### src/rtl/smc_pkg.sv
package smc_pkg;
  localparam int SETUP_W = 4;
  localparam int HOLD_W  = 4;
  localparam int DPH_W   = 8;
  localparam int TIM_W   = DPH_W + HOLD_W + SETUP_W;
  localparam int CNT_W   = DPH_W + 1;

  typedef enum logic [1:0] {
    PH_IDLE  = 2'd0,
    PH_SETUP = 2'd1,
    PH_HOLD  = 2'd2,
    PH_DATA  = 2'd3
  } phase_e;

  // Field order in the word is fixed: data 15:8, hold 7:4, setup 3:0
  typedef struct packed {
    logic [DPH_W-1:0]   dph;
    logic [HOLD_W-1:0]  hold;
    logic [SETUP_W-1:0] setup;
  } tim_t;

  localparam tim_t TIM_RESET = tim_t'({TIM_W{1'b1}});

  function automatic logic [CNT_W-1:0] hold_len(tim_t t);
    return (t.hold == '0) ? CNT_W'(1) : CNT_W'(t.hold);
  endfunction

  function automatic logic [CNT_W-1:0] data_len(tim_t t, logic wr);
    logic [CNT_W-1:0] base;
    base = (t.dph == '0) ? CNT_W'(1) : CNT_W'(t.dph);
    return base + CNT_W'(wr);
  endfunction
endpackage

### src/rtl/smc_timing_reg.sv
module smc_timing_reg
  import smc_pkg::*;
(
  input  logic             clk,
  input  logic             rst_n,
  input  logic             wr_en,
  input  logic [TIM_W-1:0] wr_data,
  output tim_t             tim_o
);
  always_ff @(posedge clk or negedge rst_n) begin
    if (!rst_n)     tim_o <= TIM_RESET;
    else if (wr_en) tim_o <= tim_t'(wr_data);
  end
endmodule

### src/rtl/smc_phase_fsm.sv
module smc_phase_fsm
  import smc_pkg::*;
(
  input  logic             clk,
  input  logic             rst_n,
  input  logic             acc_fire,
  input  logic             acc_write,
  input  logic             acc_mux,
  input  tim_t             acc_tim,
  input  logic             mem_wait,
  output phase_e           phase_o,
  output logic [CNT_W-1:0] cnt_o,
  output logic             act_wr_o,
  output logic             act_mux_o,
  output logic             data_end_o
);
  phase_e           phase;
  logic [CNT_W-1:0] cnt;
  tim_t             act_tim;
  logic             act_wr;
  logic             act_mux;

  always_ff @(posedge clk or negedge rst_n) begin
    if (!rst_n) begin
      phase   <= PH_IDLE;
      cnt     <= '0;
      act_tim <= TIM_RESET;
      act_wr  <= 1'b0;
      act_mux <= 1'b0;
    end else begin
      case (phase)
        PH_IDLE: if (acc_fire) begin
          act_tim <= acc_tim;
          act_wr  <= acc_write;
          act_mux <= acc_mux;
          if (acc_tim.setup != '0) begin
            phase <= PH_SETUP;
            cnt   <= CNT_W'(acc_tim.setup);
          end else if (acc_mux) begin
            phase <= PH_HOLD;
            cnt   <= hold_len(acc_tim);
          end else begin
            phase <= PH_DATA;
            cnt   <= data_len(acc_tim, acc_write);
          end
        end
        PH_SETUP: begin
          if (cnt == CNT_W'(1)) begin
            if (act_mux) begin
              phase <= PH_HOLD;
              cnt   <= hold_len(act_tim);
            end else begin
              phase <= PH_DATA;
              cnt   <= data_len(act_tim, act_wr);
            end
          end else begin
            cnt <= cnt - CNT_W'(1);
          end
        end
        PH_HOLD: begin
          if (cnt == CNT_W'(1)) begin
            phase <= PH_DATA;
            cnt   <= data_len(act_tim, act_wr);
          end else begin
            cnt <= cnt - CNT_W'(1);
          end
        end
        default: begin
          if (!mem_wait) begin
            if (cnt == CNT_W'(1)) begin
              phase <= PH_IDLE;
              cnt   <= '0;
            end else begin
              cnt <= cnt - CNT_W'(1);
            end
          end
        end
      endcase
    end
  end

  assign phase_o    = phase;
  assign cnt_o      = cnt;
  assign act_wr_o   = act_wr;
  assign act_mux_o  = act_mux;
  assign data_end_o = (phase == PH_DATA) && (cnt == CNT_W'(1)) && !mem_wait;

  AST_WAIT_FREEZE: assert property (@(posedge clk) disable iff (!rst_n)
    (phase == PH_DATA && mem_wait) |=> (phase == PH_DATA && $stable(cnt)));
  AST_CNT_LIVE: assert property (@(posedge clk) disable iff (!rst_n)
    (phase != PH_IDLE) |-> (cnt != '0));
  AST_TIM_HELD: assert property (@(posedge clk) disable iff (!rst_n)
    (phase != PH_IDLE && $past(phase) != PH_IDLE) |-> $stable(act_tim));
  AST_SKIP_SETUP: assert property (@(posedge clk) disable iff (!rst_n)
    (phase == PH_IDLE && acc_fire && acc_tim.setup == '0) |=> (phase != PH_SETUP));
endmodule

### src/rtl/smc_pin_drive.sv
module smc_pin_drive
  import smc_pkg::*;
#(
  parameter int ADDR_W = 24,
  parameter int DATA_W = 16
) (
  input  logic              clk,
  input  logic              rst_n,
  input  phase_e            phase,
  input  logic [CNT_W-1:0]  cnt,
  input  logic              act_wr,
  input  logic              act_mux,
  input  logic [ADDR_W-1:0] lat_addr,
  input  logic [DATA_W-1:0] lat_wdata,
  output logic              mem_cs_n,
  output logic              mem_oe_n,
  output logic              mem_we_n,
  output logic              mem_adv_n,
  output logic [ADDR_W-1:0] mem_addr,
  output logic [DATA_W-1:0] mem_dq_out,
  output logic              mem_dq_oe
);
  localparam int MUX_W = (ADDR_W < DATA_W) ? ADDR_W : DATA_W;

  logic              in_addr_ph;
  logic [DATA_W-1:0] addr_on_dq;

  generate
    if (ADDR_W >= DATA_W) begin : g_trunc
      assign addr_on_dq = lat_addr[MUX_W-1:0];
    end else begin : g_pad
      assign addr_on_dq = {{(DATA_W-ADDR_W){1'b0}}, lat_addr};
    end
  endgenerate

  assign in_addr_ph = (phase == PH_SETUP) || (phase == PH_HOLD);

  always_comb begin
    mem_cs_n   = (phase == PH_IDLE);
    mem_adv_n  = (phase != PH_SETUP);
    mem_oe_n   = !((phase == PH_DATA) && !act_wr);
    mem_we_n   = !((phase == PH_DATA) && act_wr && (cnt > CNT_W'(1)));
    mem_addr   = lat_addr;
    mem_dq_oe  = (act_mux && in_addr_ph) || (act_wr && phase == PH_DATA);
    mem_dq_out = (act_mux && in_addr_ph) ? addr_on_dq : lat_wdata;
  end

  AST_OE_WE_EXCL: assert property (@(posedge clk) disable iff (!rst_n)
    !(!mem_oe_n && !mem_we_n));
  AST_CS_COVER: assert property (@(posedge clk) disable iff (!rst_n)
    (!mem_oe_n || !mem_we_n || !mem_adv_n) |-> !mem_cs_n);
  AST_READ_RELEASE: assert property (@(posedge clk) disable iff (!rst_n)
    !mem_oe_n |-> !mem_dq_oe);
endmodule

### src/rtl/smc_access_seq.sv
module smc_access_seq
  import smc_pkg::*;
#(
  parameter int ADDR_W = 24,
  parameter int DATA_W = 16
) (
  input  logic              clk,
  input  logic              rst_n,
  input  logic              tim_wr_en,
  input  logic [TIM_W-1:0]  tim_wr_data,
  input  logic              req_valid,
  output logic              req_ready,
  input  logic              req_write,
  input  logic              req_mux,
  input  logic [ADDR_W-1:0] req_addr,
  input  logic [DATA_W-1:0] req_wdata,
  output logic              rsp_valid,
  output logic [DATA_W-1:0] rsp_rdata,
  output logic              mem_cs_n,
  output logic              mem_oe_n,
  output logic              mem_we_n,
  output logic              mem_adv_n,
  output logic [ADDR_W-1:0] mem_addr,
  output logic [DATA_W-1:0] mem_dq_out,
  output logic              mem_dq_oe,
  input  logic [DATA_W-1:0] mem_dq_in,
  input  logic              mem_wait
);
  tim_t             tim_q;
  phase_e           phase;
  logic [CNT_W-1:0] cnt;
  logic             act_wr, act_mux, data_end, acc_fire;
  logic [ADDR_W-1:0] lat_addr;
  logic [DATA_W-1:0] lat_wdata;

  assign req_ready = (phase == PH_IDLE);
  assign acc_fire  = req_valid && req_ready;

  smc_timing_reg u_tim (
    .clk     (clk),
    .rst_n   (rst_n),
    .wr_en   (tim_wr_en),
    .wr_data (tim_wr_data),
    .tim_o   (tim_q)
  );

  smc_phase_fsm u_fsm (
    .clk        (clk),
    .rst_n      (rst_n),
    .acc_fire   (acc_fire),
    .acc_write  (req_write),
    .acc_mux    (req_mux),
    .acc_tim    (tim_q),
    .mem_wait   (mem_wait),
    .phase_o    (phase),
    .cnt_o      (cnt),
    .act_wr_o   (act_wr),
    .act_mux_o  (act_mux),
    .data_end_o (data_end)
  );

  always_ff @(posedge clk or negedge rst_n) begin
    if (!rst_n) begin
      lat_addr  <= '0;
      lat_wdata <= '0;
      rsp_valid <= 1'b0;
      rsp_rdata <= '0;
    end else begin
      if (acc_fire) begin
        lat_addr  <= req_addr;
        lat_wdata <= req_wdata;
      end
      rsp_valid <= data_end;
      if (data_end && !act_wr) rsp_rdata <= mem_dq_in;
    end
  end

  smc_pin_drive #(.ADDR_W(ADDR_W), .DATA_W(DATA_W)) u_pins (
    .clk        (clk),
    .rst_n      (rst_n),
    .phase      (phase),
    .cnt        (cnt),
    .act_wr     (act_wr),
    .act_mux    (act_mux),
    .lat_addr   (lat_addr),
    .lat_wdata  (lat_wdata),
    .mem_cs_n   (mem_cs_n),
    .mem_oe_n   (mem_oe_n),
    .mem_we_n   (mem_we_n),
    .mem_adv_n  (mem_adv_n),
    .mem_addr   (mem_addr),
    .mem_dq_out (mem_dq_out),
    .mem_dq_oe  (mem_dq_oe)
  );

  AST_DONE_PULSE: assert property (@(posedge clk) disable iff (!rst_n)
    rsp_valid |=> !rsp_valid);
  AST_READY_IDLE: assert property (@(posedge clk) disable iff (!rst_n)
    req_ready |-> mem_cs_n);
  AST_DONE_AFTER_CS: assert property (@(posedge clk) disable iff (!rst_n)
    rsp_valid |-> (mem_cs_n && $past(!mem_cs_n)));
endmodule

### config.mk
export PLATFORM = sky130hd
export DESIGN_NAME = smc_access_seq
export DESIGN_NICKNAME = d
export VERILOG_FILES = /design/src/rtl/smc_pkg.sv /design/src/rtl/smc_timing_reg.sv /design/src/rtl/smc_phase_fsm.sv /design/src/rtl/smc_pin_drive.sv /design/src/rtl/smc_access_seq.sv
export SDC_FILE = /design/constraint.sdc
export NUM_CORES = 1
export LEC_CHECK = 0
export ABC_CLOCK_PERIOD_IN_PS = 2700
export BUFFER_PORTS_ARGS = -buffer_cell sky130_fd_sc_hd__buf_2
export CAP_MARGIN = 20
export CORE_MARGIN = 1.5
export CORE_UTILIZATION = 28
export CTS_CLUSTER_SIZE = 25
export DETAILED_ROUTE_END_ITERATION = 8
export PLACE_DENSITY_LB_ADDON = 0.12
export SLEW_MARGIN = 40
export SYNTH_ARGS = -nofsm -noshare
export SYNTH_HDL_FRONTEND = slang
export SYNTH_SLANG_ARGS = --single-unit
export TNS_END_PERCENT = 1
### constraint.sdc
create_clock -name clk -period 2.7 [get_ports clk]
set_input_delay 0.405 -clock clk [delete_from_list [all_inputs] [get_ports clk]]
set_output_delay 0.405 -clock clk [all_outputs]
set_load 0.005 [all_outputs]
==> impl_metrics.toml, run 1 <==
[logic_synthesis]
syn_nets = 479
synth_cell_type_count = 57
syn_inst = 389
synth_edf_count = 0
ys_warn_count = 0
synth.area.top_cells = "dfrtp_1 (36%), mux2_2 (22%), dfstp_2 (15%), mux2_4 (3.1%), ha_1 (2.8%)"
avgSynthCellArea_um2 = 12.6
synth-seq-cells = 98
async_flop_share_pct = 100
ys.flop_type = "dfrtp_1"
yosys.area.top_type_share_pct = 35.7
synth_area_leader_cell = "dfrtp_1"
yosysSeqAreaShare_pct = 50.7
syn_area_um2 = 4900

[setup_path]
required_ns = 2.30
cp_top_family = "flip-flops"
critPathBufInv = 3
path_cells = "inv_1 > ha_1 > nand2_1 > buf_12 > mux2_2 > buf_2"
rr_startpoint = "u_tim.tim_o[13]$_DFFE_PN1P_"
crit_slowest_cell = "dfrtp_1"
crit_path_max_incr_delay_ns = 0.43
cp_max_fo = 13
crit_start = "u_fsm.phase_o[0]$_DFFE_PN0P_"
critPathArrivalTime_ns = 2.13
setup.worst_path.start_class = "flop"
crit_type = "flop to output pin"
end_kind = "output pin"

[hold_path]
min_path_type = "input pin to asynchronous set/reset pin"

[clock_tree]
cts.repair.resized = 0
clock_sinks = 98
tritoncts = "built"
clk_latency_ns = 0.35
cts_setup_buffers = 0
cts_root_buf = "clkbuf_16"
path_clk_slew_ns = 0.07
htreeDepth = 3
cts_buffers = 9
clk_path_buf_depth = 2
cts_hold_buf = 0

[power_and_ir_drop]
max-vdd-ir-drop_mv = 0.312
p_leak_uw = 0.00310
powerDensity_nw_per_um2 = 479
power.total_uw = 2960

[sta]
fin_crit_sh_pct = 93.9
hold_viol = 0
finalCriticalPeriod_ns = 2.54
setup_tns_ns = 0
worst_pin_slew_ns = 0.611
slew-limit-headroom_pct = 58.9
setup_violations = 0
slew_violations = 0
clock.fmax_mhz = 394
finClkSkew_ns = 0.00751
rsz0062_at_grt = "false"

[global_route]
grt_pass1_wl_um = 19400
grt_max_degree = 55
track_usage_pct = 13.8
antenna_found_initial = 0
grt_pass1_vias = 3675
grt_overflow_total = 0

[final_layout]
final_common_cell = "buf_2"
n_antenna_cell = 0
drive_gt1_share_pct = 57.6
final_cell_mix = "buf_2 (140), mux2_2 (95), dfrtp_1 (70)"
fill_cells = 1780
area_delta_synth_final_pct = 25.8
nets = 618

[die]
ios = 142
die_y_um = 135
dieArea_um2 = 18300
fp.coreArea_um2 = 17200
die_w_um = 135
start_util_pct = 28.5
std_cell_rows = 48

[placement]
dp_hpwl_um = 9180
portBuffers = 141
place.gp.congestion = 0.802

[detailed_routing]
route.detailed.drc = 0
drt-vias-per-instance = 4.65
vias = 3527
wire_per_inst_um = 16.1
wl_um = 12200
drt_iter0_drc = 188
dr.pass1.iters = 4
ant_nets = 0

[job]
maxCapViolCount = 0

[status]
status = "finished, final reports clean"
==> final timing paths <==
check                                                end  slack (ns)  depth (start not counted)
setup / recovery                           mem_dq_out[2]        0.16                          6
hold / removal                   lat_addr[1]$_DFFE_PN0P_        0.01                          1
hold reg to reg                 lat_addr[20]$_DFFE_PN0P_        0.50                          1
min in group clk                     rsp_valid$_DFF_PN0_        0.26                          2
setup reg to reg              u_fsm.cnt_o[1]$_DFFE_PN0P_        0.41                          9
max in group asynchronous  u_fsm.act_tim[13]$_DFFE_PN1P_        2.00                          2
==> registers in the layout, indices dropped and copies added, names as in the netlist <==
signal,cells
u_fsm.act_wr_o,1
rsp_rdata,16
lat_addr,24
rsp_valid,1
lat_wdata,16
u_fsm.cnt_o,9
u_tim.tim_o,16
u_fsm.phase_o,2
u_fsm.act_mux_o,1
u_fsm.act_tim,12
==> power by group <==
group | total, uW | internal [uW] | switching (uW)
clock network | 1250 | 662 | 584
logic | 164 | 85.5 | 78.1
registers | 1550 | 1510 | 35.1
==> synthesized netlist by cell type (2+ instances only) <==
master,count
mux2_2,95
dfrtp_1,70
dfstp_2,28
nand2_1,20
o21ai_0,18
clkbuf_1,17
nor2_1,14
ha_1,11
a21oi_1,10
mux2_4,10
nand3_1,9
inv_1,7
nor3_1,6
xnor2_1,6
xor2_1,6
nor4_1,5
a21o_1,3
and3_1,3
nand4_1,3
a221oi_1,2
a31oi_1,2
a32oi_1,2
and4_1,2
nand2b_1,2
nor2b_1,2
nor3b_1,2
o31ai_1,2
or2_2,2
or4_1,2
==> final cells by class <==
type	count	area, um2	share of cell area [%]
clock buffer	10	239	3.87
clock inverter	6	47.5	0.771
inverter	7	26.3	0.426
multi-input combinational	264	2290	37.1
sequential	98	2490	40.3
tap	225	282	4.56
timing repair buffer	148	798	12.9
==> logic make-up after synthesis <==
logic type                 count (synthesis)  share of synthesized area (%)
AOI/OAI and AO/OA                         54                           7.25
DFF                                       98                           50.7
muxes                                    106                           25.1
buffers and inverters                     27                           2.63
adders and majority gates                 11                           2.81
xor gates and xnor gates                  12                           2.14
and+or+nand+nor                           81                           9.34
==> through the flow <==
stage | std cells | instance area (um2) | hold WS, ns | utilization (%) | setup slack, ns
after floorplan | 389 | 4900 | 0.109 | - | 0.495
after global placement | 742 | 5880 | 0.416 | 34.2 | 0.398
after detailed placement | 742 | 5880 | 0.420 | 34.2 | 0.386
after CTS | 758 | 6170 | 0.0250 | 35.9 | 0.112
after global routing | 758 | 6170 | 0.0506 | 35.9 | 0.0220
final | 758 | 6170 | 0.0130 | 35.9 | 0.164
==> per-layer routing <==
layer | up-vias | global-route usage (%) | wire, um
met3 | 15 | 3.03 | 448
li1 | 1699 | - | -
met5 | - | 0 | 0
met1 | 1727 | 17.6 | 5650
met4 | 0 | 5.62 | 207
met2 | 86 | 22.8 | 5920
Power figures use the tool's default switching activity.
==> inputs of run 2 (changes only) <==
--- a/config.mk
+++ b/config.mk
@@ -12,7 +12,7 @@
 export CORE_UTILIZATION = 28
 export CTS_CLUSTER_SIZE = 25
 export DETAILED_ROUTE_END_ITERATION = 8
-export PLACE_DENSITY_LB_ADDON = 0.12
+export PLACE_DENSITY = 0.46
 export SLEW_MARGIN = 40
 export SYNTH_ARGS = -nofsm -noshare
 export SYNTH_HDL_FRONTEND = slang
==> run 2 against run 1 <==
Clock power up 6%. Clock-buffer cell count unchanged. Design area about the same. Non-clock buffer count up 1. Largest power group unchanged. Sequential power about the same. Wire length down 2.2%. Critical path depth unchanged. Sequential share of layout area about the same. First-iteration DRC count down 32%. Maximum frequency up 4.2%. Via count up 2.1%.
==> impl_metrics.toml, run 2 (synthesis gave the netlist of run 1 again) <==
[status]
status = "finished, final reports clean"

[die]
ios = 142
die_w_um = 135
dieArea_um2 = 18300
die_y_um = 135
fp.coreArea_um2 = 17200
std_cell_rows = 48
start_util_pct = 28.5

[global_route]
antenna_found_initial = 0
grt_pass1_vias = 3752
grt_pass1_wl_um = 19100
track_usage_pct = 13.6
grt_max_degree = 55
grt_overflow_total = 0

[detailed_routing]
drt_iter0_drc = 128
wl_um = 12000
routed.top_layer = "met4"
vias = 3602
dr_wl_met2_um = 5560
dr.pass1.iters = 7
wl_met1_um = 5510
route.detailed.drc = 0
wl_met3_um = 689
wire_per_inst_um = 15.8
ant_nets = 0
drt-vias-per-instance = 4.75

[placement]
dp.cells = 743
place.gp.congestion = 0.868
dp_hpwl_um = 8920
portBuffers = 141

[hold_path]
min_path_type = "input pin to asynchronous set/reset pin"

[final_layout]
n_antenna_cell = 0
nets = 619
largest_register_ff_count = 24
final_cell_mix = "buf_2 (140), mux2_2 (95), dfrtp_1 (70)"
drive_gt1_share_pct = 57.4
final_common_cell = "buf_2"
area_delta_synth_final_pct = 25.7
stdcell_count = 758
regMostFlops = "lat_addr"

[clock_tree]
cts.repair.resized = 0
clock_sinks = 98
cts_setup_buffers = 0
cts_root_buf = "clkbuf_16"
cts_hold_buf = 0
clk_latency_ns = 0.35
cts_buffers = 9
clk_path_buf_depth = 2
htreeDepth = 3
path_clk_slew_ns = 0.07
tritoncts = "built"

[power_and_ir_drop]
p_clk_share_pct = 43.6
internal-power_uw = 2340
max-vdd-ir-drop_mv = 0.272
power_frac_comb_pct = 5.3
p_leak_uw = 0.00309
swShare_pct = 22.7
power_switching_uw = 687
powerDensity_nw_per_um2 = 491
pwr-share-seq_pct = 51.1

[sta]
fin_crit_sh_pct = 90.1
clock.fmax_mhz = 411
setup_violations = 0
finClkSkew_ns = 0.0116
hold_viol = 0
slew_violations = 0
slew-limit-headroom_pct = 61.4
setup_tns_ns = 0
finalCriticalPeriod_ns = 2.43
worst_pin_slew_ns = 0.574
rsz0062_at_grt = "false"

[setup_path]
crit_type = "flop to output pin"
critPathArrivalTime_ns = 2.03
reg2reg_slack_ns = 0.45
required_ns = 2.30
r2r_cells = 9
cp_max_fo = 17
setup.worst_path.start_class = "flop"
crit_start = "u_fsm.phase_o[0]$_DFFE_PN0P_"
rr_startpoint = "u_tim.tim_o[9]$_DFFE_PN1P_"
crit_path_end = "mem_dq_out[4]"
reg2reg_to = "u_fsm.cnt_o[1]$_DFFE_PN0P_"
end_kind = "output pin"

[job]
maxCapViolCount = 0
## run 2: changes by cell type in the layout (fill, tap and decap cells not counted)
cell       previous run  this run
buf_12                3         1
buf_4                 5         8
bufinv_16             0         1
clkinv_1              0         1
clkinv_2              2         0
clkinv_4              1         0
inv_6                 2         3
inv_8                 1         0
## run 2: power by group through the flow
stage / logic [uW] / registers, uW / clock network [uW]
2_1_floorplan: 65.8 / 1560 / 0
3_3_place_gp: 164 / 1570 / 0
3_5_place_dp: 166 / 1570 / 0
4_1_cts: 167 / 1550 / 1370
5_1_grt: 182 / 1550 / 1440
6_report: 161 / 1550 / 1320
## run 2: through the flow
| stage | util [%] | power, uW | hold WS, ns | cell area (um2) | setup WS [ns] |
|---|---|---|---|---|---|
| after floorplan | - | 1620 | 0.109 | 4900 | 0.495 |
| after global placement | 34.1 | 1740 | 0.409 | 5860 | 0.482 |
| after detailed placement | 34.1 | 1740 | 0.407 | 5860 | 0.462 |
| after CTS | 35.9 | 3080 | 0.0247 | 6160 | 0.240 |
| after global routing | 35.9 | 3170 | 0.0444 | 6160 | 0.150 |
| final | 35.9 | 3030 | 0.0113 | 6160 | 0.267 |
## run 2: how the worst min path moves through the flow
stage,from,depth (start not counted),end
final,rst_n,1,lat_wdata[14]$_DFFE_PN0P_
after global routing,rst_n,1,lat_wdata[14]$_DFFE_PN0P_
after CTS,rst_n,1,lat_wdata[14]$_DFFE_PN0P_
after detailed placement,rst_n,1,lat_wdata[14]$_DFFE_PN0P_
after global placement,rst_n,1,lat_wdata[14]$_DFFE_PN0P_
after floorplan,rst_n,0,lat_addr[0]$_DFFE_PN0P_
## run 2: worst max-delay path, stage by stage (launching register included)
cell,delay (ns)
dfrtp_1,0.42
inv_1,0.08
ha_1,0.34
nand2_1,0.08
buf_4,0.25
mux2_2,0.38
buf_2,0.13
## run 2: cell type report
type / instances / area (um2)
clock buffer: 10 / 239
inverter: 7 / 26.3
multi-input combinational: 264 / 2290
tap: 225 / 282
timing repair buffer: 149 / 781
clock inverter: 5 / 60.1
sequential: 98 / 2490
fill: 1759 / 11000
## run 2: layer usage
layer	vias to the layer above	GRT usage, %
li1	1700	-
met1	1748	17.5
met2	134	21.9
met3	20	3.40
met4	0	5.08
met5	-	0
